### src/rtl/fseq_pkg.sv
package fseq_pkg;

  localparam int unsigned STEP_W = 3;

  typedef struct packed {
    logic qtr;
    logic half;
    logic irq;
  } step_evt_t;

  // Strobe pattern for a zero-based step index in either cycle length.
  function automatic step_evt_t step_pattern(input logic mode5, input logic [STEP_W-1:0] idx);
    step_evt_t e;
    e = '0;
    if (mode5) begin
      e.qtr  = (idx <= 3'd3);
      e.half = (idx == 3'd0) || (idx == 3'd2);
      e.irq  = 1'b0;
    end else begin
      e.qtr  = 1'b1;
      e.half = (idx == 3'd1) || (idx == 3'd3);
      e.irq  = (idx == 3'd3);
    end
    return e;
  endfunction

endpackage

### src/rtl/fseq_ctrl.sv
module fseq_ctrl (
  input  logic clk,
  input  logic rst_n,
  input  logic cpu_ce,
  input  logic wr_en,
  input  logic wr_mode5,
  input  logic wr_irq_inhibit,
  output logic mode5,
  output logic inhibit,
  output logic wr_acc,
  output logic hold,
  output logic restart
);

  logic       parity_q, parity_d;
  logic [1:0] pend_q, pend_d;
  logic       mode_q, mode_d;
  logic       inh_q, inh_d;

  assign wr_acc  = cpu_ce & wr_en;
  assign hold    = wr_acc | (pend_q != 2'd0);
  assign restart = cpu_ce & ~wr_acc & (pend_q == 2'd1);
  assign mode5   = mode_q;
  assign inhibit = inh_q;

  always_comb begin
    parity_d = parity_q;
    pend_d   = pend_q;
    mode_d   = mode_q;
    inh_d    = inh_q;
    if (cpu_ce) begin
      parity_d = ~parity_q;
    end
    if (wr_acc) begin
      pend_d = parity_q ? 2'd3 : 2'd2;
      mode_d = wr_mode5;
      inh_d  = wr_irq_inhibit;
    end else if (cpu_ce && (pend_q != 2'd0)) begin
      pend_d = pend_q - 2'd1;
    end
  end

  always_ff @(posedge clk or negedge rst_n) begin
    if (!rst_n) begin
      parity_q <= 1'b0;
      pend_q   <= 2'd0;
      mode_q   <= 1'b0;
      inh_q    <= 1'b0;
    end else begin
      parity_q <= parity_d;
      pend_q   <= pend_d;
      mode_q   <= mode_d;
      inh_q    <= inh_d;
    end
  end

endmodule

### src/rtl/fseq_divider.sv
module fseq_divider #(
  parameter int unsigned TICK_CYCLES = 7457
) (
  input  logic clk,
  input  logic rst_n,
  input  logic en,
  input  logic clr,
  output logic tick
);

  localparam int unsigned CW = (TICK_CYCLES > 2) ? $clog2(TICK_CYCLES) : 1;
  localparam logic [CW-1:0] LAST = CW'(TICK_CYCLES - 1);

  logic [CW-1:0] cnt_q, cnt_d;

  assign tick = en & (cnt_q == LAST);

  always_comb begin
    cnt_d = cnt_q;
    if (clr) begin
      cnt_d = '0;
    end else if (tick) begin
      cnt_d = '0;
    end else if (en) begin
      cnt_d = cnt_q + 1'b1;
    end
  end

  always_ff @(posedge clk or negedge rst_n) begin
    if (!rst_n) begin
      cnt_q <= '0;
    end else begin
      cnt_q <= cnt_d;
    end
  end

endmodule

### src/rtl/fseq_stepper.sv
module fseq_stepper
  import fseq_pkg::*;
(
  input  logic      clk,
  input  logic      rst_n,
  input  logic      mode5,
  input  logic      tick,
  input  logic      restart,
  output step_evt_t evt
);

  logic [STEP_W-1:0] step_q, step_d;
  logic              last;
  step_evt_t         pat;

  assign last = mode5 ? (step_q == 3'd4) : (step_q == 3'd3);
  assign pat  = step_pattern(mode5, step_q);

  always_comb begin
    evt = '0;
    if (tick) begin
      evt = pat;
    end
  end

  always_comb begin
    step_d = step_q;
    if (restart) begin
      step_d = '0;
    end else if (tick) begin
      step_d = last ? '0 : step_q + 1'b1;
    end
  end

  always_ff @(posedge clk or negedge rst_n) begin
    if (!rst_n) begin
      step_q <= '0;
    end else begin
      step_q <= step_d;
    end
  end

endmodule

### src/rtl/frame_step_seq.sv
module frame_step_seq
  import fseq_pkg::*;
#(
  parameter int unsigned TICK_CYCLES = 7457
) (
  input  logic clk,
  input  logic rst_n,
  input  logic cpu_ce,
  input  logic wr_en,
  input  logic wr_mode5,
  input  logic wr_irq_inhibit,
  input  logic irq_clr,
  output logic qtr_stb,
  output logic half_stb,
  output logic irq
);

  logic      mode5, inhibit, wr_acc, hold, restart, tick;
  step_evt_t evt;
  logic      qtr_q, qtr_d, half_q, half_d, irq_q, irq_d;

  fseq_ctrl u_ctrl (
    .clk            (clk),
    .rst_n          (rst_n),
    .cpu_ce         (cpu_ce),
    .wr_en          (wr_en),
    .wr_mode5       (wr_mode5),
    .wr_irq_inhibit (wr_irq_inhibit),
    .mode5          (mode5),
    .inhibit        (inhibit),
    .wr_acc         (wr_acc),
    .hold           (hold),
    .restart        (restart)
  );

  fseq_divider #(.TICK_CYCLES(TICK_CYCLES)) u_div (
    .clk   (clk),
    .rst_n (rst_n),
    .en    (cpu_ce & ~hold),
    .clr   (restart),
    .tick  (tick)
  );

  fseq_stepper u_step (
    .clk     (clk),
    .rst_n   (rst_n),
    .mode5   (mode5),
    .tick    (tick),
    .restart (restart),
    .evt     (evt)
  );

  always_comb begin
    qtr_d  = evt.qtr | wr_acc;
    half_d = evt.half | (wr_acc & wr_mode5);
    irq_d  = irq_q;
    if (evt.irq && !inhibit) begin
      irq_d = 1'b1;
    end else if (irq_clr || (wr_acc && wr_irq_inhibit)) begin
      irq_d = 1'b0;
    end
  end

  always_ff @(posedge clk or negedge rst_n) begin
    if (!rst_n) begin
      qtr_q  <= 1'b0;
      half_q <= 1'b0;
      irq_q  <= 1'b0;
    end else begin
      qtr_q  <= qtr_d;
      half_q <= half_d;
      irq_q  <= irq_d;
    end
  end

  assign qtr_stb  = qtr_q;
  assign half_stb = half_q;
  assign irq      = irq_q;

endmodule

### config.mk
export PLATFORM = sky130hd
export DESIGN_NAME = frame_step_seq
export DESIGN_NICKNAME = d
export VERILOG_FILES = /design/src/rtl/fseq_pkg.sv /design/src/rtl/fseq_ctrl.sv /design/src/rtl/fseq_divider.sv /design/src/rtl/fseq_stepper.sv /design/src/rtl/frame_step_seq.sv
export SDC_FILE = /design/constraint.sdc
export NUM_CORES = 1
export LEC_CHECK = 0
export BUFFER_PORTS_ARGS = -buffer_cell sky130_fd_sc_hd__buf_2
export CAP_MARGIN = 30
export CORE_MARGIN = 10
export CORE_UTILIZATION = 40
export CTS_CLUSTER_DIAMETER = 30
export CTS_CLUSTER_SIZE = 8
export DETAILED_ROUTE_END_ITERATION = 12
export PLACE_DENSITY = 0.67
export SETUP_SLACK_MARGIN = 0.15
export SLEW_MARGIN = 25
export SYNTH_ARGS = -nofsm -noshare
export SYNTH_HDL_FRONTEND = slang
export SYNTH_SLANG_ARGS = --single-unit
export TNS_END_PERCENT = 50
### constraint.sdc
create_clock -name clk -period 2.4 [get_ports clk]
set_input_delay 0.12 -clock clk [delete_from_list [all_inputs] [get_ports clk]]
set_output_delay 0.12 -clock clk [all_outputs]
set_load 0.005 [all_outputs]
==> run summary, run 1 <==
M1 wire length = 1120 um
Antenna Nets Post-Route = 0
Max incr delay on CP = 0.56 ns
Fillers = 302
Worst Skew = 0.00149 ns
Number of port buffers = 9
Pin count of the biggest net entering global routing = 25
Xor and xnor area share after synthesis = 0.0651
H-Tree Depth = 1
Fin Setup TNS = 0 ns
Register area share after synthesis = 0.447
Fin area = 0.00147 mm^2
Tmin final = 2.09 ns
Initial DRT Pass Iterations = 4
I/O pin count = 10
Largest family of logic cells by synthesized area = simple AND/OR/NAND/NOR gates
FMAX = 479 MHz
Max-cap violations = 0
Post-synthesis instance area = 0.00135 mm^2
Kind of critical path = reg -> reg
TritonCTS clock tree = yes
Yosys reg bits = 24
Via count = 983
CP max-delay cell = or4_1
Synth Instances = 137
Gate power share = 0.223
Syn Area/Cell = 9.82 um^2
First-pass GRT wire length = 4330 um
Synthesis-to-layout area growth = 9.40%
Worst-path clk slew = 0.12 ns
Internal power = 0.649 mW
CP Launch Type = flop
Hold Vio Cnt, Final = 0
Die X = 78.0 um
Met3 WL = 87 um
DRT Wirelength = 2440 um
CP bufs+invs = 1
HPWL Detailed = 1920 um
Req. time, crit path = 2.64 ns
DRC Markers = 0
Vias in the first global route = 987
Post-synthesis adder-cell area fraction = 0.0837
GPL Wtd Cong = 0.809
Clock net sink count = 24
Worst-Skew Late Latency = 0.31 ns
Core area = 0.00313 mm^2
Post-CTS Setup Inserts = 0
Headroom to the max-slew limit = 0.660
Iteration-0 DRC Markers = 44
Crit-path leading delay family = simple AND/OR/NAND/NOR gates
Yosys warns = 0
Routed len/inst = 12.7 um
Final cell count without fillers = 192
Sw Share = 0.312
Syn nets = 153
Crit. End Element = flop
Met2 routed WL = 1210 um
Seq pwr share = 0.560
Switching power = 0.294 mW
RSZ-0062 raised after global routing = no
Compound-Gate Fraction of Synth Area = 0.0958
Row cnt = 20
Vias/cell = 5.12
Die footprint = 0.00608 mm^2
N_diodes = 0
Share of cells above drive strength 1 = 0.142
PwrDens = 641 mW/mm^2
Worst-path cell chain = inv_1 > ha_1 > and3b_1 > nand4_2 > or4_1 > a21oi_1
Final setup vio count = 0
Distinct cells, synth = 40
Clock buffer depth = 2
Initial antenna violation count = 0
Placed insts = 186
Crit-path max FO = 9
Initial Util = 0.430
Critical Path AT = 2.33 ns
All-Layer GR Usage = 0.0837
Outcome = finished clean
Die height = 78.0 um
Layout net count = 165
Hold Path Class = in -> reg
Root buffer cell = clkbuf_4
VDD IR max = 487 uV
Post-synthesis mux area share = 0.00744
Highest routed layer = met4
Synth Area in Simple Gates = 0.246
Tcrit/Tclk final = 0.869
GRT overflow = 0
Clk pwr share = 0.218
Num CTS Buffers = 3
Leak = 0.702 nW
Pins over their slew limit = 0
Least-Margin Pin Slew = 0.510 ns
Placed Area = 0.00142 mm^2
## stage by stage
step                      total power, mW  hold WS [ns]  worst slack (ns)  utilization
after CTS                           0.953        0.0962             0.314        0.470
after global routing                 1.02         0.107             0.171        0.470
after floorplan                     0.684        -0.176             0.544            -
after detailed placement            0.745         0.124             0.351        0.452
after global placement              0.727         0.127             0.439        0.452
final                               0.944         0.102             0.314        0.470
## cell type report
type,instances,area (um^2),area share
flip-flops and latches,24,601,0.408
repair buffers,11,65.1,0.0442
multi-input cells,97,669,0.455
inverters,12,45.0,0.0306
clock buffers,4,36.3,0.0247
well taps,44,55.1,0.0374
## Yosys cell counts, drive strengths merged
master / n / area (um^2)
a21o: 1 / 7.51
a21oi: 8 / 40.0
a22o: 1 / 8.76
a31oi: 1 / 6.26
and3: 2 / 13.8
and3b: 2 / 18.8
and4b: 1 / 10.0
and4bb: 1 / 12.5
buf: 3 / 26.3
clkbuf: 1 / 3.75
dfrtp: 24 / 601
ha: 9 / 113
inv: 12 / 45.0
mux2i: 1 / 10.0
nand2: 13 / 48.8
nand2b: 1 / 6.26
nand3: 4 / 20.0
nand3b: 1 / 20.0
nand4: 4 / 31.3
nor2: 14 / 52.6
nor2b: 1 / 6.26
nor3: 2 / 10.0
nor3b: 1 / 7.51
nor4: 2 / 12.5
nor4b: 1 / 15.0
o211ai: 1 / 7.51
o21a: 1 / 7.51
o21ai: 5 / 25.0
o22a: 1 / 10.0
o31ai: 1 / 7.51
o32ai: 1 / 8.76
or3: 3 / 18.8
or4: 3 / 26.3
xnor2: 6 / 52.6
xor2: 4 / 35.0
## sequential cells by signal (all words and copies together), names as in the netlist
register / cells
u_step.step_q: 3
u_ctrl.inhibit: 1
u_ctrl.pend_q: 2
u_ctrl.mode5: 1
half_stb: 1
qtr_stb: 1
irq: 1
u_ctrl.parity_q: 1
u_div.cnt_q: 13
## power by group through the flow
| stage | Combinational, mW | Clock (mW) | Sequential [mW] |
|---|---|---|---|
| CTS | 0.214 | 0.213 | 0.527 |
| global placement | 0.195 | 0 | 0.532 |
| floorplan | 0.163 | 0 | 0.522 |
| detailed placement | 0.209 | 0 | 0.535 |
| global route | 0.243 | 0.230 | 0.543 |
| finish | 0.210 | 0.206 | 0.528 |
## path summary, 6_finish.rpt
kind                                                   start                      endpoint  slack (ns)  cells past startpoint
worst max-delay path            u_ctrl.pend_q[1]$_DFFE_PN0P_  u_step.step_q[2]$_DFFE_PN0P_        0.31                      6
worst min-delay path                                wr_mode5      u_ctrl.mode5$_DFFE_PN0P_        0.10                      3
worst max register to register  u_ctrl.pend_q[1]$_DFFE_PN0P_  u_step.step_q[2]$_DFFE_PN0P_        0.31                      6
worst min register to register    u_ctrl.inhibit$_DFFE_PN0P_    u_ctrl.inhibit$_DFFE_PN0P_        0.48                      1
max in group asynchronous                              rst_n    u_div.cnt_q[2]$_DFFE_PN0P_        1.76                      2
min in group asynchronous                              rst_n             qtr_stb$_DFF_PN0_        0.30                      2
## per-layer routing
| layer | vias to the layer above | GRT usage |
|---|---|---|
| li1 | 498 | - |
| met1 | 470 | 0.0973 |
| met2 | 11 | 0.149 |
| met3 | 4 | 0.0242 |
| met4 | 0 | 0.0161 |
| met5 | - | 0 |
## cell usage in the layout (no fill, tap or decap), types with 2 or more instances in the layout
cell and count:
nand4_1 3, dfrtp_1 24, or4_1 2, nor2_1 14
xnor2_1 6, o21ai_0 5, nor3_1 2, clkbuf_4 3
or3_1 3, buf_2 9, a21oi_1 8, nand3_1 4
nor4_1 2, ha_1 9, xor2_1 4, dlygate4sd3_1 2
nand2_1 13, inv_1 12
## logic make-up after synthesis
group | after synthesis
XOR/XNOR | 10
multiplexers | 1
buffers and inverters | 16
AND/OR/NAND/NOR | 56
AO/OA/AOI/OAI | 21
adder cells (fa/ha/maj) | 9
flip-flops | 24
## worst reg2reg max path, stage by stage, from the launching register on
cell and delay, ns:
dfrtp_1 0.41, inv_1 0.09, ha_1 0.26, and3b_1 0.30, nand4_2 0.23, or4_1 0.56
a21oi_1 0.16
## what timing repair did
item,CTS,global route
hold buffers,2,0
hold endpoints to repair,25,0
gates resized for setup,0,0
Power figures use the tool's default switching activity.
==> run 2, diff against run 1 <==
--- a/config.mk
+++ b/config.mk
@@ -12,7 +12,7 @@
 export CTS_CLUSTER_DIAMETER = 30
 export CTS_CLUSTER_SIZE = 8
 export DETAILED_ROUTE_END_ITERATION = 12
-export PLACE_DENSITY = 0.67
+export PLACE_DENSITY = 0.66
 export SETUP_SLACK_MARGIN = 0.15
 export SLEW_MARGIN = 25
 export SYNTH_ARGS = -nofsm -noshare
==> constraint.sdc (replaced) <==
create_clock -name clk -period 2.4 [get_ports clk]
set_input_delay 0 -clock clk [delete_from_list [all_inputs] [get_ports clk]]
set_output_delay 0 -clock clk [all_outputs]
set_load 0.005 [all_outputs]
==> run 2 against run 1 <==
Compared with the run above:
- combinational power about the same
- critical path depth unchanged
- worst setup slack got worse by 0.0081 ns
- sequential power about the same
==> run summary, run 2 (same netlist as run 1, synthesis figures left out) <==
Outcome = finished clean
Switching power = 0.310 mW
First-pass GRT wire length = 4570 um
Worst-Skew Late Latency = 0.32 ns
All-Layer GR Usage = 0.0920
Initial Util = 0.430
Hold Vio Cnt, Final = 0
Post-layout util = 0.474
Worst Skew = 0.00451 ns
Post-CTS Setup Inserts = 0
Layout net count = 166
CP Launch Type = flop
DRT Wirelength = 2660 um
Clock net sink count = 24
Pins over their slew limit = 0
Die height = 78.0 um
Leak = 0.706 nW
Kind of critical path = reg -> reg
Routed len/inst = 13.8 um
I/O pin count = 10
Met2 usage = 0.152
DRC Markers = 0
Die X = 78.0 um
Least-Margin Pin Slew = 0.548 ns
CP bufs+invs = 1
Pin count of the biggest net entering global routing = 25
Number of port buffers = 9
GRT overflow = 0
Largest regs = u_div.cnt_q x13, u_step.step_q x3, u_ctrl.pend_q x2
Via count = 999
VDD IR max = 359 uV
Crit-path leading delay family = simple AND/OR/NAND/NOR gates
Sw Share = 0.323
Max incr delay on CP = 0.56 ns
Leading cell type in the layout, fill and taps excluded = dfrtp_1
Initial antenna violation count = 0
Busiest grt layer = met2
Post-CTS sizing = 0
Tmin final = 2.09 ns
Seq pwr share = 0.554
Worst-path clk slew = 0.13 ns
Critical Path AT = 2.35 ns
Vias/cell = 5.18
RSZ-0062 raised after global routing = no
Row cnt = 20
Req. time, crit path = 2.66 ns
GPL Wtd Cong = 0.795
Max FFs per register = 13
Worst-path cell chain = inv_1 > ha_1 > and3b_1 > nand4_2 > or4_1 > a21oi_1
Core area = 0.00313 mm^2
Crit. End Element = flop
Fin Setup TNS = 0 ns
Clock buffer depth = 2
Internal power = 0.649 mW
Share of cells above drive strength 1 = 0.141
Gate power share = 0.216
Final setup vio count = 0
Grt met1 use = 0.111
H-Tree Depth = 1
N_diodes = 0
HPWL Detailed = 1950 um
Crit-path max FO = 9
Vias in the first global route = 1008
Headroom to the max-slew limit = 0.635
Synthesis-to-layout area growth = 10.1%
PwrDens = 647 mW/mm^2
Max-cap violations = 0
Hold Path Class = in -> reg
TritonCTS clock tree = yes
Antenna Nets Post-Route = 0
Initial DRT Pass Iterations = 4
Num CTS Buffers = 3
FMAX = 478 MHz
Clk pwr share = 0.230
Tcrit/Tclk final = 0.872
Root buffer cell = clkbuf_4
Met3 Track Usage GR = 0.0127
Die footprint = 0.00608 mm^2
Largest Register = u_div.cnt_q
CP max-delay cell = or4_1
Most frequent cells in the layout = dfrtp_1 (24), nor2_1 (14), nand2_1 (13)
Iteration-0 DRC Markers = 52
-- run 2: cell count changes in the layout (fill, tap and decap cells not counted) --
cell,before,now
dlygate4sd3_1,2,3
-- run 2: layout make-up --
| class | instances | area, um^2 |
|---|---|---|
| sequential | 24 | 601 |
| clock buffer | 4 | 36.3 |
| fill | 303 | 1650 |
| timing repair buffer | 12 | 75.1 |
| inverter | 12 | 45.0 |
| multi-input combinational | 97 | 669 |
| tap | 44 | 55.1 |
-- run 2: worst paths after layout --
kind	start	end	slack, ns	depth (start not counted)
worst max-delay path	u_ctrl.pend_q[0]$_DFFE_PN0P_	u_step.step_q[2]$_DFFE_PN0P_	0.31	6
min in group asynchronous	rst_n	u_div.cnt_q[12]$_DFFE_PN0P_	0.17	2
max in group asynchronous	rst_n	u_div.cnt_q[2]$_DFFE_PN0P_	1.86	2
worst max register to register	u_ctrl.pend_q[0]$_DFFE_PN0P_	u_step.step_q[2]$_DFFE_PN0P_	0.31	6
worst min-delay path	wr_en	u_ctrl.mode5$_DFFE_PN0P_	0.02	3
worst min register to register	u_ctrl.parity_q$_DFFE_PN0P_	u_ctrl.parity_q$_DFFE_PN0P_	0.48	1
-- run 2: power groups by stage --
stage	Sequential, mW	Combinational (mW)	Clock, mW
floorplan	0.522	0.163	0
global placement	0.531	0.195	0
detailed placement	0.535	0.206	0
CTS	0.527	0.210	0.227
global route	0.538	0.249	0.241
finish	0.531	0.207	0.221
-- run 2: through the flow --
step	instances	hold slack (ns)	setup slack (ns)	cell area [um^2]	total power, mW
2_1_floorplan	137	-0.296	0.544	1350	0.684
3_3_place_gp	186	0.00216	0.436	1420	0.726
3_5_place_dp	186	0.0220	0.363	1420	0.741
4_1_cts	193	0.00592	0.312	1480	0.964
5_1_grt	193	0.0185	0.196	1480	1.03
6_report	193	0.0183	0.306	1480	0.959
-- run 2: worst register-to-register path, stage by stage (launching register included) --
cell     delay [ns]
dfrtp_1        0.44
inv_1          0.08
ha_1           0.26
and3b_1        0.31
nand4_2        0.23
or4_1          0.56
a21oi_1        0.15
-- run 2: timing repair --
item / 4_1_cts / 5_1_grt
hold buffers: 3 / 0
endpoints found under the setup margin: 0 / 0
endpoints found under the hold margin: 27 / 0
-- run 2: per-layer routing --
layer | vias up | part of all wire
li1 | 494 | -
met1 | 480 | 0.46
met2 | 20 | 0.48
met3 | 5 | 0.037
met4 | 0 | 0.024
met5 | - | 0
==> run 3, diff against run 2 <==
==> constraint.sdc (replaced) <==
create_clock -name clk -period 2.1 [get_ports clk]
set_input_delay 0 -clock clk [delete_from_list [all_inputs] [get_ports clk]]
set_output_delay 0 -clock clk [all_outputs]
set_load 0.005 [all_outputs]
==> run 3 against run 2 <==
Compared with the run above:
- clock skew fell by 0.0032 ns
- hold slack worse by 0.0017 ns
- combinational power rose by 35%
- worst setup slack got worse by 0.079 ns
- critical path depth stayed put
- count of clock-buffer cells in the layout is 1 lower
- largest cell class unchanged
- largest power group unchanged
- highest routed layer unchanged
==> run summary, run 3 (same netlist as run 1, synthesis figures left out) <==
Total power = 1.23 mW
Clock net sink count = 24
Num CTS Buffers = 3
Fillers = 303
Least-Margin Pin Slew = 0.519 ns
Req. time, crit path = 2.36 ns
Setup WS pre-CTS = 0.0730 ns
Number of port buffers = 9
Worst-path clk slew = 0.14 ns
N_diodes = 0
Largest regs = u_div.cnt_q x13, u_step.step_q x3, u_ctrl.pend_q x2
R2r setup slk = 0.23 ns
Initial antenna violation count = 0
Hold Vio Cnt, Final = 0
Pins over their slew limit = 0
Core area = 0.00313 mm^2
Largest Register = u_div.cnt_q
Leak = 0.733 nW
Hold Path Class = in -> reg
Hold path endpoint = u_ctrl.parity_q$_DFFE_PN0P_
Vias/cell = 5.20
Critical Path AT = 2.13 ns
CP max-delay cell = or4_4
H-Tree Depth = 1
Final worst setup slack = 0.227 ns
All-Layer GR Usage = 0.0887
Root buffer cell = clkbuf_4
Die height = 78.0 um
Crit-path leading delay family = simple AND/OR/NAND/NOR gates
Initial DRT Pass Iterations = 4
Max-cap violations = 0
Vias in the first global route = 977
Iteration-0 DRC Markers = 41
Reg2reg start = u_ctrl.pend_q[0]$_DFFE_PN0P_
Share of cells above drive strength 1 = 0.211
FMAX = 534 MHz
Hold Startpoint = cpu_ce
Cells on worst reg2reg path = 6
Hold Path Stages = 2
Worst-Skew Late Latency = 0.31 ns
Seq. cell area = 601 um^2
Clock buffer depth = 2
RSZ-0062 raised after global routing = no
Kind of critical path = reg -> reg
Area taken by multi-input logic gates = 708 um^2
Synthesis-to-layout area growth = 15.9%
Initial Util = 0.430
Row cnt = 20
HPWL Detailed = 1900 um
Via count = 1019
Antenna Nets Post-Route = 0
Headroom to the max-slew limit = 0.654
Fin Setup TNS = 0 ns
Reg2reg end = u_div.cnt_q[12]$_DFFE_PN0P_
Leading cell type in the layout, fill and taps excluded = dfrtp_1
Layout net count = 169
Most frequent cells in the layout = dfrtp_1 (24), nor2_1 (14), nand2_1 (13)
GRT overflow = 0
Fin area = 0.00156 mm^2
Tcrit/Tclk final = 0.892
Crit. End Element = flop
Worst Skew = 0.00132 ns
Placed insts = 188
CP bufs+invs = 1
Final setup vio count = 0
Tmin final = 1.87 ns
PwrDens = 787 mW/mm^2
Max FFs per register = 13
DRT Wirelength = 2630 um
Die X = 78.0 um
Placed Area = 0.00143 mm^2
CP Launch Type = flop
GPL Wtd Cong = 0.805
Pin count of the biggest net entering global routing = 25
Outcome = finished clean
Final cell count without fillers = 196
Hold_ws = 0.0165 ns
First-pass GRT wire length = 4550 um
Die footprint = 0.00608 mm^2
I/O pin count = 10
VDD IR max = 525 uV
Post-layout util = 0.498
TritonCTS clock tree = yes
Max incr delay on CP = 0.55 ns
Crit-path max FO = 8
DRC Markers = 0
Routed len/inst = 13.4 um
Worst-path cell chain = inv_2 > ha_4 > nand3b_4 > or4_4 > or3_4 > a21oi_2
==> run 3: report_power, final <==
part	internal [mW]	switching, mW	leakage (nW)
Clock	0.193	0.147	0.0279
Sequential	0.531	0.0769	0.319
Combinational	0.133	0.147	0.386
==> run 3: what timing repair did <==
| item | 4_1_cts | 5_1_grt |
|---|---|---|
| pin swaps | 0 | 2 |
| endpoints found under the hold margin | 27 | 0 |
| resized for setup | 3 | 7 |
| setup endpoints to repair | 3 | 4 |
| hold buffers | 3 | 0 |
| setup buffers | 0 | 1 |
==> run 3: routing by layer <==
metal	GRT usage	share of wire	vias to the layer above
met5	0	0	-
met4	0.0323	0.010	0
met3	0.0173	0.025	2
met2	0.143	0.50	13
met1	0.115	0.46	496
li1	-	-	508
==> run 3: worst max-delay path by stage <==
stage	start	endpoint	slack, ns	cells after the start
after global routing	u_ctrl.pend_q[0]$_DFFE_PN0P_	u_div.cnt_q[12]$_DFFE_PN0P_	0.15	6
after detailed placement	u_ctrl.pend_q[1]$_DFFE_PN0P_	u_step.step_q[0]$_DFFE_PN0P_	0.07	6
after global placement	u_ctrl.pend_q[0]$_DFFE_PN0P_	u_step.step_q[2]$_DFFE_PN0P_	0.21	6
after floorplan	u_ctrl.pend_q[0]$_DFFE_PN0P_	u_step.step_q[2]$_DFFE_PN0P_	0.24	7
after CTS	u_ctrl.pend_q[0]$_DFFE_PN0P_	u_div.cnt_q[12]$_DFFE_PN0P_	0.17	6
final	u_ctrl.pend_q[0]$_DFFE_PN0P_	u_div.cnt_q[12]$_DFFE_PN0P_	0.23	6
==> run 3: final cells by class <==
cell class	count	area share
Sequential cell	24	0.385
Tap cell	44	0.0353
Timing Repair Buffer	15	0.0626
Clock inverter	1	0.0193
Inverter	12	0.0289
Multi-Input combinational cell	97	0.454
Clock buffer	3	0.0144
